--- config.mk ---
export PLATFORM = sky130hd
export DESIGN_NAME = ctl_serial_port
export DESIGN_NICKNAME = d
export VERILOG_FILES = /design/src/rtl/ctl_serial_pkg.sv /design/src/rtl/ctl_spi_sync.sv /design/src/rtl/ctl_region_decode.sv /design/src/rtl/ctl_tx_shift.sv /design/src/rtl/ctl_serial_port.sv
export SDC_FILE = /design/constraint.sdc
export NUM_CORES = 1
export LEC_CHECK = 0
export CORE_MARGIN = 2
export CORE_UTILIZATION = 25
export CTS_CLUSTER_DIAMETER = 200
export DETAILED_ROUTE_END_ITERATION = 6
export DONT_BUFFER_PORTS = 1
export PLACE_DENSITY = 0.43
export SYNTH_ARGS = -nofsm -noshare
export SYNTH_HDL_FRONTEND = slang
export SYNTH_SLANG_ARGS = --single-unit
export TNS_END_PERCENT = 20
--- constraint.sdc ---
create_clock -name clk -period 2.2 [get_ports clk]
set_input_delay 0.11 -clock clk [delete_from_list [all_inputs] [get_ports clk]]
set_output_delay 0.11 -clock clk [all_outputs]
set_load 0.05 [all_outputs]
--- src/rtl/ctl_serial_pkg.sv ---
package ctl_serial_pkg;
    typedef enum logic [1:0] {
        RGN_PARAM = 2'd0,
        RGN_PROG  = 2'd1,
        RGN_CTRL  = 2'd2
    } region_t;

    typedef enum logic [2:0] {
        ST_IDLE   = 3'd0,
        ST_HEADER = 3'd1,
        ST_FETCH  = 3'd2,
        ST_DATA   = 3'd3,
        ST_COMMIT = 3'd4,
        ST_SKIP   = 3'd5
    } port_state_t;
endpackage

--- src/rtl/ctl_spi_sync.sv ---
module ctl_spi_sync #(
    parameter int STAGES = 2
) (
    input  logic clk,
    input  logic rst_n,
    input  logic sclk_i,
    input  logic mosi_i,
    input  logic csn_i,
    output logic sclk_rise_o,
    output logic sclk_fall_o,
    output logic mosi_o,
    output logic csn_o
);
    // lane order {csn, sclk, mosi}; select idles high
    localparam logic [2:0] IDLE_V = 3'b100;

    logic [2:0] pipe [STAGES];
    logic       sclk_prev;

    genvar g;
    generate
        for (g = 0; g < STAGES; g++) begin : g_stage
            if (g == 0) begin : g_first
                always_ff @(posedge clk or negedge rst_n) begin
                    if (!rst_n) pipe[0] <= IDLE_V;
                    else        pipe[0] <= {csn_i, sclk_i, mosi_i};
                end
            end else begin : g_next
                always_ff @(posedge clk or negedge rst_n) begin
                    if (!rst_n) pipe[g] <= IDLE_V;
                    else        pipe[g] <= pipe[g-1];
                end
            end
        end
    endgenerate

    always_ff @(posedge clk or negedge rst_n) begin
        if (!rst_n) sclk_prev <= 1'b0;
        else        sclk_prev <= pipe[STAGES-1][1];
    end

    assign csn_o       = pipe[STAGES-1][2];
    assign mosi_o      = pipe[STAGES-1][0];
    assign sclk_rise_o = pipe[STAGES-1][1] & ~sclk_prev;
    assign sclk_fall_o = ~pipe[STAGES-1][1] & sclk_prev;
endmodule

--- src/rtl/ctl_region_decode.sv ---
module ctl_region_decode
    import ctl_serial_pkg::*;
#(
    parameter int          ADDR_W   = 10,
    parameter logic [9:0]  PRG_BASE = 10'h200,
    parameter logic [9:0]  REG_BASE = 10'h380
) (
    input  logic [ADDR_W-1:0] addr_i,
    output region_t           region_o
);
    always_comb begin
        if (addr_i < ADDR_W'(PRG_BASE))      region_o = RGN_PARAM;
        else if (addr_i < ADDR_W'(REG_BASE)) region_o = RGN_PROG;
        else                                 region_o = RGN_CTRL;
    end
endmodule

--- src/rtl/ctl_tx_shift.sv ---
module ctl_tx_shift #(
    parameter int DATA_W = 24
) (
    input  logic              clk,
    input  logic              rst_n,
    input  logic              clr_i,
    input  logic              load_i,
    input  logic [DATA_W-1:0] load_data_i,
    input  logic              shift_i,
    output logic              bit_o
);
    logic [DATA_W-1:0] sr_q;
    logic              fresh_q;

    // a freshly loaded word already shows its MSB, so the first
    // falling edge after a load keeps it instead of shifting
    always_ff @(posedge clk or negedge rst_n) begin
        if (!rst_n) begin
            sr_q    <= '0;
            fresh_q <= 1'b0;
        end else if (clr_i) begin
            sr_q    <= '0;
            fresh_q <= 1'b0;
        end else if (load_i) begin
            sr_q    <= load_data_i;
            fresh_q <= 1'b1;
        end else if (shift_i) begin
            if (fresh_q) fresh_q <= 1'b0;
            else         sr_q    <= {sr_q[DATA_W-2:0], 1'b0};
        end
    end

    assign bit_o = sr_q[DATA_W-1];

    assert_load_msb_R7: assert property (@(posedge clk) disable iff (!rst_n)
        (load_i && !clr_i) |=> (bit_o == $past(load_data_i[DATA_W-1])));
endmodule

--- src/rtl/ctl_serial_port.sv ---
module ctl_serial_port
    import ctl_serial_pkg::*;
#(
    parameter int         ADDR_W      = 10,
    parameter int         DATA_W      = 24,
    parameter int         PAD_W       = 5,
    parameter int         SYNC_STAGES = 2,
    parameter logic [9:0] PRG_BASE    = 10'h200,
    parameter logic [9:0] REG_BASE    = 10'h380
) (
    input  logic              clk,
    input  logic              rst_n,
    input  logic              spi_sclk,
    input  logic              spi_mosi,
    input  logic              spi_cs_n,
    output logic              spi_miso,
    output logic              spi_miso_oe,
    output logic [ADDR_W-1:0] tgt_addr,
    output logic [DATA_W-1:0] tgt_wdata,
    output logic              par_we,
    output logic              prg_we,
    output logic              reg_we,
    input  logic [DATA_W-1:0] par_rdata,
    input  logic [DATA_W-1:0] prg_rdata,
    input  logic [DATA_W-1:0] reg_rdata
);
    localparam int HDR_W   = PAD_W + 1 + ADDR_W;
    localparam int MAX_W   = (HDR_W > DATA_W) ? HDR_W : DATA_W;
    localparam int CNT_W   = $clog2(MAX_W);
    localparam int RNW_BIT = ADDR_W;

    logic csn_s, mosi_s, sclk_rise, sclk_fall;

    ctl_spi_sync #(.STAGES(SYNC_STAGES)) u_sync (
        .clk         (clk),
        .rst_n       (rst_n),
        .sclk_i      (spi_sclk),
        .mosi_i      (spi_mosi),
        .csn_i       (spi_cs_n),
        .sclk_rise_o (sclk_rise),
        .sclk_fall_o (sclk_fall),
        .mosi_o      (mosi_s),
        .csn_o       (csn_s)
    );

    port_state_t       state_q, state_d;
    logic [CNT_W-1:0]  bit_cnt_q;
    logic [DATA_W-1:0] in_sr_q;
    logic [ADDR_W-1:0] addr_q;
    logic [DATA_W-1:0] wdata_q;
    logic              rnw_q;
    logic              oe_q;

    logic [HDR_W-1:0]  hdr_full;
    logic [DATA_W-1:0] word_full;
    logic              hdr_last, word_last, hdr_bad;

    assign hdr_full  = {in_sr_q[HDR_W-2:0], mosi_s};
    assign word_full = {in_sr_q[DATA_W-2:0], mosi_s};
    assign hdr_bad   = |hdr_full[HDR_W-1 -: PAD_W];
    assign hdr_last  = sclk_rise && (bit_cnt_q == CNT_W'(HDR_W - 1));
    assign word_last = sclk_rise && (bit_cnt_q == CNT_W'(DATA_W - 1));

    region_t region;

    ctl_region_decode #(
        .ADDR_W   (ADDR_W),
        .PRG_BASE (PRG_BASE),
        .REG_BASE (REG_BASE)
    ) u_decode (
        .addr_i   (addr_q),
        .region_o (region)
    );

    // next-state logic
    always_comb begin
        state_d = state_q;
        unique case (state_q)
            ST_IDLE:   if (!csn_s) state_d = ST_HEADER;
            ST_HEADER: begin
                if (csn_s)                         state_d = ST_IDLE;
                else if (hdr_last && hdr_bad)      state_d = ST_SKIP;
                else if (hdr_last && hdr_full[RNW_BIT]) state_d = ST_FETCH;
                else if (hdr_last)                 state_d = ST_DATA;
            end
            ST_FETCH:  state_d = csn_s ? ST_IDLE : ST_DATA;
            ST_DATA: begin
                if (csn_s)          state_d = ST_IDLE;
                else if (word_last) state_d = rnw_q ? ST_FETCH : ST_COMMIT;
            end
            ST_COMMIT: state_d = csn_s ? ST_IDLE : ST_DATA;
            ST_SKIP:   if (csn_s) state_d = ST_IDLE;
        endcase
    end

    // state register
    always_ff @(posedge clk or negedge rst_n) begin
        if (!rst_n) state_q <= ST_IDLE;
        else        state_q <= state_d;
    end

    // datapath registers
    always_ff @(posedge clk or negedge rst_n) begin
        if (!rst_n) begin
            bit_cnt_q <= '0;
            in_sr_q   <= '0;
            addr_q    <= '0;
            wdata_q   <= '0;
            rnw_q     <= 1'b0;
            oe_q      <= 1'b0;
        end else begin
            if (state_q == ST_IDLE) begin
                bit_cnt_q <= '0;
            end else if (sclk_rise && (state_q == ST_HEADER || state_q == ST_DATA)) begin
                in_sr_q <= word_full;
                if (hdr_last && state_q == ST_HEADER)    bit_cnt_q <= '0;
                else if (word_last && state_q == ST_DATA) bit_cnt_q <= '0;
                else                                     bit_cnt_q <= bit_cnt_q + 1'b1;
            end

            if (state_q == ST_HEADER && hdr_last && !hdr_bad && !csn_s) begin
                addr_q <= hdr_full[ADDR_W-1:0];
                rnw_q  <= hdr_full[RNW_BIT];
            end
            if (state_q == ST_DATA && word_last && !csn_s) begin
                wdata_q <= word_full;
                if (rnw_q) addr_q <= addr_q + 1'b1;
            end
            if (state_q == ST_COMMIT) addr_q <= addr_q + 1'b1;

            if (csn_s)                      oe_q <= 1'b0;
            else if (state_q == ST_FETCH)   oe_q <= 1'b1;
        end
    end

    // output logic
    logic              tx_bit, tx_load, tx_clr, tx_shift;
    logic [DATA_W-1:0] rd_word;

    always_comb begin
        par_we   = 1'b0;
        prg_we   = 1'b0;
        reg_we   = 1'b0;
        rd_word  = '0;
        unique case (region)
            RGN_PARAM: begin par_we = (state_q == ST_COMMIT); rd_word = par_rdata; end
            RGN_PROG:  begin prg_we = (state_q == ST_COMMIT); rd_word = prg_rdata; end
            RGN_CTRL:  begin reg_we = (state_q == ST_COMMIT); rd_word = reg_rdata; end
            default:   ;
        endcase
        tx_load     = (state_q == ST_FETCH);
        tx_clr      = (state_q == ST_IDLE);
        tx_shift    = sclk_fall && oe_q;
        tgt_addr    = addr_q;
        tgt_wdata   = wdata_q;
        spi_miso_oe = oe_q;
        spi_miso    = oe_q & tx_bit;
    end

    ctl_tx_shift #(.DATA_W(DATA_W)) u_tx (
        .clk         (clk),
        .rst_n       (rst_n),
        .clr_i       (tx_clr),
        .load_i      (tx_load),
        .load_data_i (rd_word),
        .shift_i     (tx_shift),
        .bit_o       (tx_bit)
    );

    assert_strobe_onehot_R4: assert property (@(posedge clk) disable iff (!rst_n)
        $onehot0({par_we, prg_we, reg_we}));

    assert_commit_advance_R5: assert property (@(posedge clk) disable iff (!rst_n)
        (par_we || prg_we || reg_we) |=> (tgt_addr == $past(tgt_addr) + 1'b1));

    assert_oe_read_only_R7: assert property (@(posedge clk) disable iff (!rst_n)
        spi_miso_oe |-> rnw_q);

    assert_oe_drop_R9: assert property (@(posedge clk) disable iff (!rst_n)
        $rose(csn_s) |=> !spi_miso_oe);

    assert_skip_quiet_R2: assert property (@(posedge clk) disable iff (!rst_n)
        (state_q == ST_SKIP) |-> (!spi_miso_oe && !par_we && !prg_we && !reg_we));

    assert_miso_gated_R9: assert property (@(posedge clk) disable iff (!rst_n)
        !spi_miso_oe |-> !spi_miso);
endmodule

# After elaboration in Yosys (flattened, before gate mapping)
# Cells that the tools add are included.
dict set report word_totals {
  ff_bits 99
  input_bits 77
  output_inout_bits 39
  wordCells 94
}
dict set report op_classes {
  addsub 2
  n_lt_le_gt_ge 2
  n_eq_ne 14
  muxes 34
  bitwise 6
  reduce_logical 24
}
# operator n
set op_table {}
lappend op_table {{$mux 24} 4}
lappend op_table {{$pmux 24 s3} 1}
lappend op_table {{$mux 10} 4}
lappend op_table {{$mux 3} 9}
lappend op_table {{$lt 10x10->1 const B} 2}
lappend op_table {{$mux 5} 4}
lappend op_table {{$pmux 3 s5} 1}
lappend op_table {{$logic_and 1x1->1} 11}
lappend op_table {{$add 10x1->10 const B} 1}
lappend op_table {{$mux 1} 8}
lappend op_table {{$eq 3x2->1 const B} 2}
lappend op_table {{$eq 3x3->1 const B} 2}
lappend op_table {{$mux 2} 3}
lappend op_table {{$add 5x1->5 const B} 1}
lappend op_table {{$eq 5x4->1 const B} 1}
lappend op_table {{$eq 5x5->1 const B} 1}
lappend op_table {{$ne 5x4->1 const B} 1}
lappend op_table {{$reduce_or 5->1} 1}
lappend op_table {{$reduce_and 2->1} 2}
lappend op_table {{$reduce_and 4->1} 1}
lappend op_table {{$reduce_bool 2->1} 2}
lappend op_table {{$and 1x1->1} 3}
lappend op_table {{$eq 3x1->1 const B} 1}
lappend op_table {{$logic_not 3->1} 1}
lappend op_table {{12 further kinds} 15}

# Longest topological paths before layout
# Gate-level depths: netlist (run 1).
dict set report logic_depth {
  word_depth 10
  ltp_mapped 9
  mapped_depth_nobuf 8
}

# Hierarchy
# From an unflattened synthesis (run 1), not the netlist that was laid out.
dict set report hier_totals {
  cells_unflattened 465
  hier_area_um2 5161.2
}
# mod n_inst cells_each area_each_um2 seq_area_each_um2
set modules_own_cells {}
lappend modules_own_cells {ctl_serial_port 1 326 3538.4 1676.6}
lappend modules_own_cells {ctl_tx_shift 1 128 1412.6 625.6}
lappend modules_own_cells {ctl_spi_sync 1 9 192.7 177.7}
lappend modules_own_cells {ctl_region_decode 1 2 17.5 0.0}

# Worst setup path before layout (run 1)
# Ideal clock, no wire load.
dict set report synth_path {
  kind {register to output}
  start {register addr_q[9], in the netlist tgt_addr[9]}
  end {output port prg_we}
  arrival_ns 2.016
  required_ns 2.090
  slack_ns 0.074
  stages_incl_launch_ff 5
  path_buffers 2
  cell_sequence {dfrtp_1 > clkbuf_1 > clkbuf_1 > nand2_1 > a21oi_1}
}
dict set report synth_between {
  elab_chain_cells 5
  word_cells_on_any_way 6
  cone_classes {order compare: 2; eq/ne: 1; mux: 3}
}
# item line_no
set synth_lines {}
lappend synth_lines {{start, declared} ctl_serial_port.sv:49} ;# logic [ADDR_W-1:0] addr_q;
lappend synth_lines {{start signal, assigned} ctl_serial_port.sv:122} ;# addr_q <= hdr_full[ADDR_W-1:0];
lappend synth_lines {{start signal, assigned} ctl_serial_port.sv:127} ;# if (rnw_q) addr_q <= addr_q + 1'b1;
lappend synth_lines {{start signal, assigned} ctl_serial_port.sv:129} ;# if (state_q == ST_COMMIT) addr_q <= addr_q + 1'b1;
lappend synth_lines {{$lt 10x10->1} ctl_region_decode.sv:13} ;# else if (addr_i < ADDR_W'(REG_BASE)) region_o = RGN_PROG;
lappend synth_lines {{$mux 2} ctl_region_decode.sv:13}
lappend synth_lines {{$mux 2 *} ctl_region_decode.sv:12} ;# if (addr_i < ADDR_W'(PRG_BASE)) region_o = RGN_PARAM;
lappend synth_lines {{$eq 2x1->1 *} ctl_serial_port.sv:145} ;# unique case (region)
lappend synth_lines {{$mux 1 *} ctl_serial_port.sv:145}
lappend synth_lines {{end, declared} ctl_serial_port.sv:21} ;# output logic prg_we,
# Every way passes the cells marked *; elsewhere a longest branch is shown, timed or not.

# Worst setup path in the final report (run 1)
dict set report layout_path {
  start {register bit_cnt_q[0]}
  end {register addr_q[8], in the netlist tgt_addr[8]}
}
dict set report layout_between {
  elab_chain_cells 9
  word_cells_on_any_way 13
  cone_classes {eq/ne: 2; mux: 4; reduce/logical: 7}
}
# item line_no
set layout_lines {}
lappend layout_lines {{start, declared} ctl_serial_port.sv:47} ;# logic [CNT_W-1:0] bit_cnt_q;
lappend layout_lines {{start signal, assigned} ctl_serial_port.sv:118} ;# else bit_cnt_q <= bit_cnt_q + 1'b1;
lappend layout_lines {{$eq 5x4->1} ctl_serial_port.sv:61} ;# assign hdr_last = sclk_rise && (bit_cnt_q == CNT_W'(HDR_W - 1));
lappend layout_lines {{$logic_and 1x1->1} ctl_serial_port.sv:61}
lappend layout_lines {{$logic_and 1x1->1 (3 in a row)} ctl_serial_port.sv:121} ;# if (state_q == ST_HEADER && hdr_last && !hdr_bad && !csn_s) begin
lappend layout_lines {{$mux 10} ctl_serial_port.sv:121}
lappend layout_lines {{$mux 10} ctl_serial_port.sv:127}
lappend layout_lines {{$mux 10 *} ctl_serial_port.sv:125} ;# if (state_q == ST_DATA && word_last && !csn_s) begin
lappend layout_lines {{$mux 10 *} ctl_serial_port.sv:129}
# Marked as above.
# A chain may end at the register's enable or synchronous reset.

==> results of run 1 <==
-- power groups by stage --
stage / clock, uW / combinational [uW] / sequential, uW
floorplan: 0 / 1830 / 2970
global placement: 0 / 2560 / 2880
detailed placement: 0 / 2620 / 2890
CTS: 1690 / 2630 / 2860
global route: 1780 / 2900 / 2950
finish: 1630 / 2600 / 2860
-- final timing paths --
| path | startpoint | to | slack [ns] | cells past startpoint |
|---|---|---|---|---|
| max | bit_cnt_q[0]$_DFFE_PN0P_ | tgt_addr[8]$_DFF_PN0_ | 0.08 | 9 |
| min | rst_n | u_tx.sr_q[18]$_DFFE_PN0P_ | -0.53 | 0 |
| max reg2reg | bit_cnt_q[0]$_DFFE_PN0P_ | tgt_addr[8]$_DFF_PN0_ | 0.08 | 9 |
| min reg2reg | u_sync.pipe[3]$_DFF_PN0_ | u_sync.mosi_o$_DFF_PN0_ | 0.36 | 0 |
| max in group asynchronous | rst_n | in_sr_q[13]$_DFFE_PN0P_ | 2.53 | 0 |
| min in group clk | prg_rdata[0] | u_tx.sr_q[0]$_DFFE_PN0P_ | 0.06 | 4 |
-- placed cells by master (no fill, tap or decap), drive strengths merged, types with 3 or more instances in the layout --
master and count:
dfrtp 97, nand2 88, nor2 60, a21oi 54, buf 27, mux2i 25, a22oi 23, mux2 21
inv 15, o21ai 15, clkbuf 11, nand3 6, and3 5, nor2b 5, o22ai 5, o21a 5
dlygate4sd3 4, nand4 4, a31oi 3, ha 3, nor3b 3
-- final cells by class --
| cell class | count | share of cell area [%] |
|---|---|---|
| clock inverters | 5 | 1.08 |
| clock buffers | 11 | 4.34 |
| flip-flops and latches | 99 | 44.4 |
| well taps | 260 | 5.82 |
| inverters | 13 | 0.873 |
| diodes | 1 | 0.0448 |
| repair buffers | 31 | 4.57 |
| multi-input cells | 360 | 38.9 |
-- through the flow --
step / setup TNS, ns / hold slack, ns / setup slack (ns) / power [uW]
after floorplan: 0 / -0.186 / 0.0744 / 4790
after global placement: 0 / -0.177 / 0.0869 / 5440
after detailed placement: 0 / -0.177 / 0.0288 / 5510
after CTS: 0 / -0.554 / 0.0303 / 7190
after global routing: -0.0442 / -0.564 / -0.0290 / 7640
final: 0 / -0.533 / 0.0806 / 7090
-- state kept, by name (all words and copies together) (netlist names), 3 cells and up --
name / count
bit_cnt_q: 5
in_sr_q: 23
tgt_wdata: 24
u_sync.pipe: 4
tgt_addr: 10
u_tx.sr_q: 24
state_q: 3
-- synthesized netlist by cell type (3+ instances only) --
master / instances
and3_1: 5
nor2b_1: 5
dfrtp_1: 97
inv_1: 12
a22oi_1: 23
o21a_1: 5
clkbuf_1: 20
nand2_1: 88
o21ai_0: 10
o22ai_1: 5
mux2_2: 21
mux2i_1: 25
buf_2: 8
nand4_1: 3
buf_4: 4
a21oi_1: 53
nor2_1: 59
a31oi_1: 3
o21ai_1: 4
ha_1: 3
nand3_1: 6
-- metal layers --
layer  GRT usage [%]  up-vias  routed length, um
li1                -     1783                  -
met1            15.7     1736               5320
met2            18.7      135               5420
met3            3.17       16                797
met4            4.28        0                153
met5               0        -                  0
-- cells by family after synthesis --
family | after synthesis | synth area share (%)
multiplexers | 46 | 10.0
XOR/XNOR | 1 | 0.180
AND/OR/NAND/NOR | 187 | 17.6
flip-flops | 99 | 51.1
buffers and inverters | 47 | 4.46
adder cells (fa/ha/maj) | 3 | 0.773
AO/OA/AOI/OAI | 123 | 15.9
-- what timing repair did --
item,in CTS,in global routing
setup endpoints to repair,0,2
endpoints found under the hold margin,103,99
resized for setup,0,2
==> results.json, run 1 <==
{
  "worst_hold_path_type": "in -> async",
  "crit_path_frequent_cell": "ha_1",
  "die_width_um": 143,
  "p_seq_share_pct": 40.3,
  "grt_first_pass_wirelength_um": 19000,
  "report.final.slew_viol_count": 0,
  "crit_path_max_incr_delay_ns": 0.41,
  "syn-num-nets": 586,
  "setup_repair_after_global_routing_missed_its_margin": "true",
  "worstPathBufferInverterCount": 1,
  "avgViaCountPerCell": 4.71,
  "finClkSkew_ns": 0.00782,
  "finalHoldViolCount": 99,
  "port-buffer-count": 0,
  "initial_antenna_violation_count": 1,
  "violations_in_the_final_reports": "negative hold slack",
  "arrival_ns": 2.39,
  "post-route-min-period_ns": 2.12,
  "post_route_cells_drive_above_1_share_pct": 15.6,
  "clock_tree_from_tritoncts": "done",
  "drc": 0,
  "die-area_sq_mm": 0.0205,
  "floorplan.die.height_um": 143,
  "timing.critical_path.from_type": "flop",
  "clock_tree.root_cell": "clkbuf_16",
  "worst_slew_slack_as_a_fraction_of_its_limit_pct": 49.4,
  "routed-via-count": 3670,
  "insertion_delay_ns": 0.34,
  "number_of_flops_mapped_to_enable_cells_by_yosys": 0,
  "power_density_mw_per_mm2": 1270,
  "clock.fmax_ghz": 0.472,
  "cts_buffer_depth": 2,
  "post_cts_hold_buffer_count": 4,
  "synthArstFlopShare_pct": 100,
  "grt.total_usage_pct": 11.8,
  "layout-area-overhead-vs-synth_pct": 15.1,
  "critical-path-top-delay-family": "simple AND/OR/NAND/NOR gates",
  "timing.final.setup_violations": 0,
  "globalplace.congestion": 0.791,
  "cts-buffers-inserted": 9,
  "routed_wirelength_um": 11700,
  "critical_path.endpoint_type": "flop",
  "ys_dominant_reg_cell": "dfrtp_1",
  "cell_taking_the_most_area_after_synthesis": "dfrtp_1",
  "final_core_util_pct": 29.6,
  "drtPass1Iterations": 5,
  "synth.cell_area_sq_mm": 0.00485,
  "io_pins": 116,
  "placed_cells": 759,
  "ys_top_cells_by_area": "dfrtp_1 (50%), nand2_1 (6.8%), a21oi_1 (5.5%)",
  "route.detailed.wl_per_inst_um": 15.0,
  "mean_cell_area_of_the_mapped_netlist_sq_um": 9.59,
  "power.internal_uw": 4320,
  "worst_pin_slew_ns": 0.759,
  "post-route-period-util_pct": 96.3,
  "postSynthCellCount": 506,
  "dp.final_hpwl_um": 8270,
  "cp_cell_sequence": "ha_1, and3_1, ha_1, and3b_1, nand4_1, buf_4, nor2_1, a31o_2, a21oi_1",
  "p_sw_share_pct": 39.0,
  "route.antenna.remaining_nets": 0,
  "first_iter_violations": 172,
  "power.clock.fraction_pct": 22.9,
  "maximum_number_of_pins_on_one_net_before_global_route_repair": 100,
  "placed_instance_area_sq_mm": 0.00523,
  "max-vdd-ir-drop_uv": 392,
  "fin_cells": 780,
  "core_footprint_sq_mm": 0.0189,
  "seq_area_frac_synth_pct": 51.1,
  "multiInputGateArea_sq_mm": 0.00217,
  "critPathRequiredTime_ns": 2.47,
  "path_clk_slew_ns": 0.07,
  "post_cts_buffers": 0,
  "ff_latch_area_sq_mm": 0.00248,
  "combinational_power_share_pct": 36.7,
  "placementRows": 50,
  "yosys_warnings": 0,
  "cts.htree.levels": 3,
  "synth_cell_types": 59,
  "worst_path_max_delay_cell": "dfrtp_1",
  "start_util_pct": 25.7,
  "ys_ff_latch": 99,
  "first_global_vias": 3657,
  "path_class": "reg -> reg",
  "fillerInstances": 2020,
  "yosysTopAreaCellShare_pct": 50.0,
  "timing.critical_path.fanout_max": 12,
  "whs_ns": -0.533,
  "num-nets-final": 594,
  "grt_remaining_overflow": 0,
  "cellLeakagePower_uw": 0.00258,
  "postLayoutCellArea_sq_mm": 0.00559,
  "clkSinkCount": 99,
  "run_status": "finished with violations",
  "p_switching_uw": 2770,
  "count_of_max_cap_constraint_violations": 0
}
Note: power is estimated with default switching activity, not from simulation.
==> run 2, diff against run 1 <==
--- a/config.mk
+++ b/config.mk
@@ -5,12 +5,12 @@
 export SDC_FILE = /design/constraint.sdc
 export NUM_CORES = 1
 export LEC_CHECK = 0
+export BUFFER_PORTS_ARGS = -buffer_cell sky130_fd_sc_hd__buf_2
 export CORE_MARGIN = 2
 export CORE_UTILIZATION = 25
 export CTS_CLUSTER_DIAMETER = 200
 export DETAILED_ROUTE_END_ITERATION = 6
-export DONT_BUFFER_PORTS = 1
-export PLACE_DENSITY = 0.43
+export PLACE_DENSITY = 0.48
 export SYNTH_ARGS = -nofsm -noshare
 export SYNTH_HDL_FRONTEND = slang
 export SYNTH_SLANG_ARGS = --single-unit
==> constraint.sdc (replaced) <==
create_clock -name clk -period 2.7 [get_ports clk]
set_input_delay 0.135 -clock clk [delete_from_list [all_inputs] [get_ports clk]]
set_output_delay 0.135 -clock clk [all_outputs]
set_load 0.005 [all_outputs]
==> results.json, run 2 (synthesis gave the netlist of run 1 again) <==
{
  "count_of_max_cap_constraint_violations": 0,
  "layout_setup_ws_ns": 0.528,
  "io_pins": 116,
  "clock.fmax_ghz": 0.460,
  "number_of_gates_resized_after_cts": 0,
  "p_switching_uw": 1990,
  "worst_slew_slack_as_a_fraction_of_its_limit_pct": 29.6,
  "start_util_pct": 25.7,
  "routed_wirelength_um": 11500,
  "timing.critical_path.from_type": "flop",
  "cts_buffer_depth": 2,
  "floorplan.die.height_um": 143,
  "layout-area-overhead-vs-synth_pct": 24.6,
  "detailedPlace.worstSlack_ns": 0.541,
  "crit_path_max_incr_delay_ns": 0.41,
  "post-route-period-util_pct": 80.4,
  "ff_latch_area_sq_mm": 0.00248,
  "drtPass1Iterations": 4,
  "report.final.slew_viol_count": 0,
  "final_common_cell": "buf_2",
  "dp.final_hpwl_um": 8230,
  "grt.total_usage_pct": 11.5,
  "timing.critical_path.fanout_max": 9,
  "antenna-diode-count": 0,
  "maximum_number_of_pins_on_one_net_before_global_route_repair": 59,
  "run_status": "complete, no violations",
  "most-common-layout-cells": "buf_2 (114), dfrtp_1 (97), nand2_1 (88)",
  "globalplace.congestion": 0.827,
  "worst_hold_path_type": "in -> reg",
  "worstPathBufferInverterCount": 0,
  "avgViaCountPerCell": 4.49,
  "critical_path.endpoint_type": "flop",
  "grt_first_pass_wirelength_um": 18800,
  "first_global_vias": 3695,
  "setup_repair_after_global_routing_missed_its_margin": "false",
  "core_footprint_sq_mm": 0.0189,
  "max-vdd-ir-drop_uv": 313,
  "path_class": "reg -> reg",
  "routed-via-count": 3934,
  "critical-path-top-delay-family": "compound AO/OA/AOI/OAI gates",
  "timing.final.setup_violations": 0,
  "die_width_um": 143,
  "cts-buffers-inserted": 9,
  "critPathRequiredTime_ns": 2.94,
  "crit_path_frequent_cell": "ha_1",
  "final_core_util_pct": 32.0,
  "post_route_cells_drive_above_1_share_pct": 28.6,
  "num-nets-final": 691,
  "power.clock.fraction_pct": 25.6,
  "grt_remaining_overflow": 0,
  "route.antenna.remaining_nets": 0,
  "clock_tree.root_cell": "clkbuf_16",
  "power.internal_uw": 3540,
  "clkSinkCount": 99,
  "die-area_sq_mm": 0.0205,
  "drc": 0,
  "arrival_ns": 2.41,
  "multiInputGateArea_sq_mm": 0.00217,
  "worst_path_max_delay_cell": "dfrtp_1",
  "finalHoldViolCount": 0,
  "cellLeakagePower_uw": 0.00301,
  "power_density_mw_per_mm2": 913,
  "first_iter_violations": 212,
  "path_clk_slew_ns": 0.07,
  "finClkSkew_ns": 0.00885,
  "total_power_uw": 5520,
  "post_cts_hold_buffer_count": 4,
  "combinational_power_share_pct": 33.0,
  "clock_tree_from_tritoncts": "done",
  "cp_cell_sequence": "ha_1, and3_1, ha_1, and3b_1, nand4_1, o211ai_2, a21boi_1, o221a_2",
  "setup-tns-final_ns": 0,
  "initial_antenna_violation_count": 0,
  "port-buffer-count": 115,
  "placementRows": 50,
  "p_sw_share_pct": 36.0,
  "worst_pin_slew_ns": 1.05,
  "insertion_delay_ns": 0.35,
  "p_seq_share_pct": 41.4,
  "post_cts_buffers": 0,
  "cts.htree.levels": 3,
  "post-route-min-period_ns": 2.17,
  "fillerInstances": 2019,
  "route.detailed.wl_per_inst_um": 13.1
}
-- run 2: changes by cell type in the layout (fill, tap and decap cells not counted), sizes merged --
cell	delta
diode	-1
clkbuf	-1
bufinv	+1
buf	+97
-- run 2: through the flow --
| stage | instance area, sq um | hold WS [ns] | cells |
|---|---|---|---|
| final | 6050 | 0.0493 | 876 |
| after global routing | 6050 | 0.0892 | 876 |
| after CTS | 6050 | 0.0532 | 876 |
| after detailed placement | 5680 | 0.158 | 856 |
| after global placement | 5680 | 0.148 | 856 |
| after floorplan | 4850 | -0.161 | 506 |
-- run 2: cell type report --
class                           count  share of cell area (%)
Timing Repair Buffer              128                    11.5
Inverter                           13                   0.807
Clock buffer                       10                    3.79
Sequential cell                    99                    41.0
Multi-Input combinational cell    360                    35.9
Tap cell                          260                    5.38
Clock inverter                      6                    1.59
-- run 2: worst reg2reg max path, stage by stage, from the launching register on --
cell and delay, ns:
dfrtp_1 0.41, ha_1 0.23, and3_1 0.19, ha_1 0.21
and3b_1 0.22, nand4_1 0.13, o211ai_2 0.21, a21boi_1 0.19
o221a_2 0.26
-- run 2: routing by layer --
| layer | wire, um | global-route usage, % |
|---|---|---|
| met1 | 5450 | 15.7 |
| met2 | 5250 | 18.3 |
| met3 | 659 | 3.40 |
| met4 | 91 | 2.37 |
| met5 | 0 | 0 |
-- run 2: final timing paths --
| kind | startpoint | to | slack [ns] | cells after the start |
|---|---|---|---|---|
| worst max-delay path | bit_cnt_q[0]$_DFFE_PN0P_ | tgt_addr[7]$_DFF_PN0_ | 0.53 | 8 |
| worst min-delay path | par_rdata[0] | u_tx.sr_q[0]$_DFFE_PN0P_ | 0.05 | 3 |
| worst max register to register | bit_cnt_q[0]$_DFFE_PN0P_ | tgt_addr[7]$_DFF_PN0_ | 0.53 | 8 |
| worst min register to register | u_sync.pipe[3]$_DFF_PN0_ | u_sync.mosi_o$_DFF_PN0_ | 0.36 | 0 |
| max in group asynchronous | rst_n | u_sync.csn_o$_DFF_PN1_ | 1.62 | 3 |
| min in group asynchronous | rst_n | tgt_wdata[16]$_DFFE_PN0N_ | 0.32 | 2 |
-- run 2: power by group through the flow --
stage / clock, uW / sequential [uW] / combinational [uW]
2_1_floorplan: 0 / 2150 / 1480
3_3_place_gp: 0 / 2310 / 1780
3_5_place_dp: 0 / 2310 / 1840
4_1_cts: 1460 / 2290 / 1850
5_1_grt: 1530 / 2360 / 2070
6_report: 1410 / 2290 / 1820
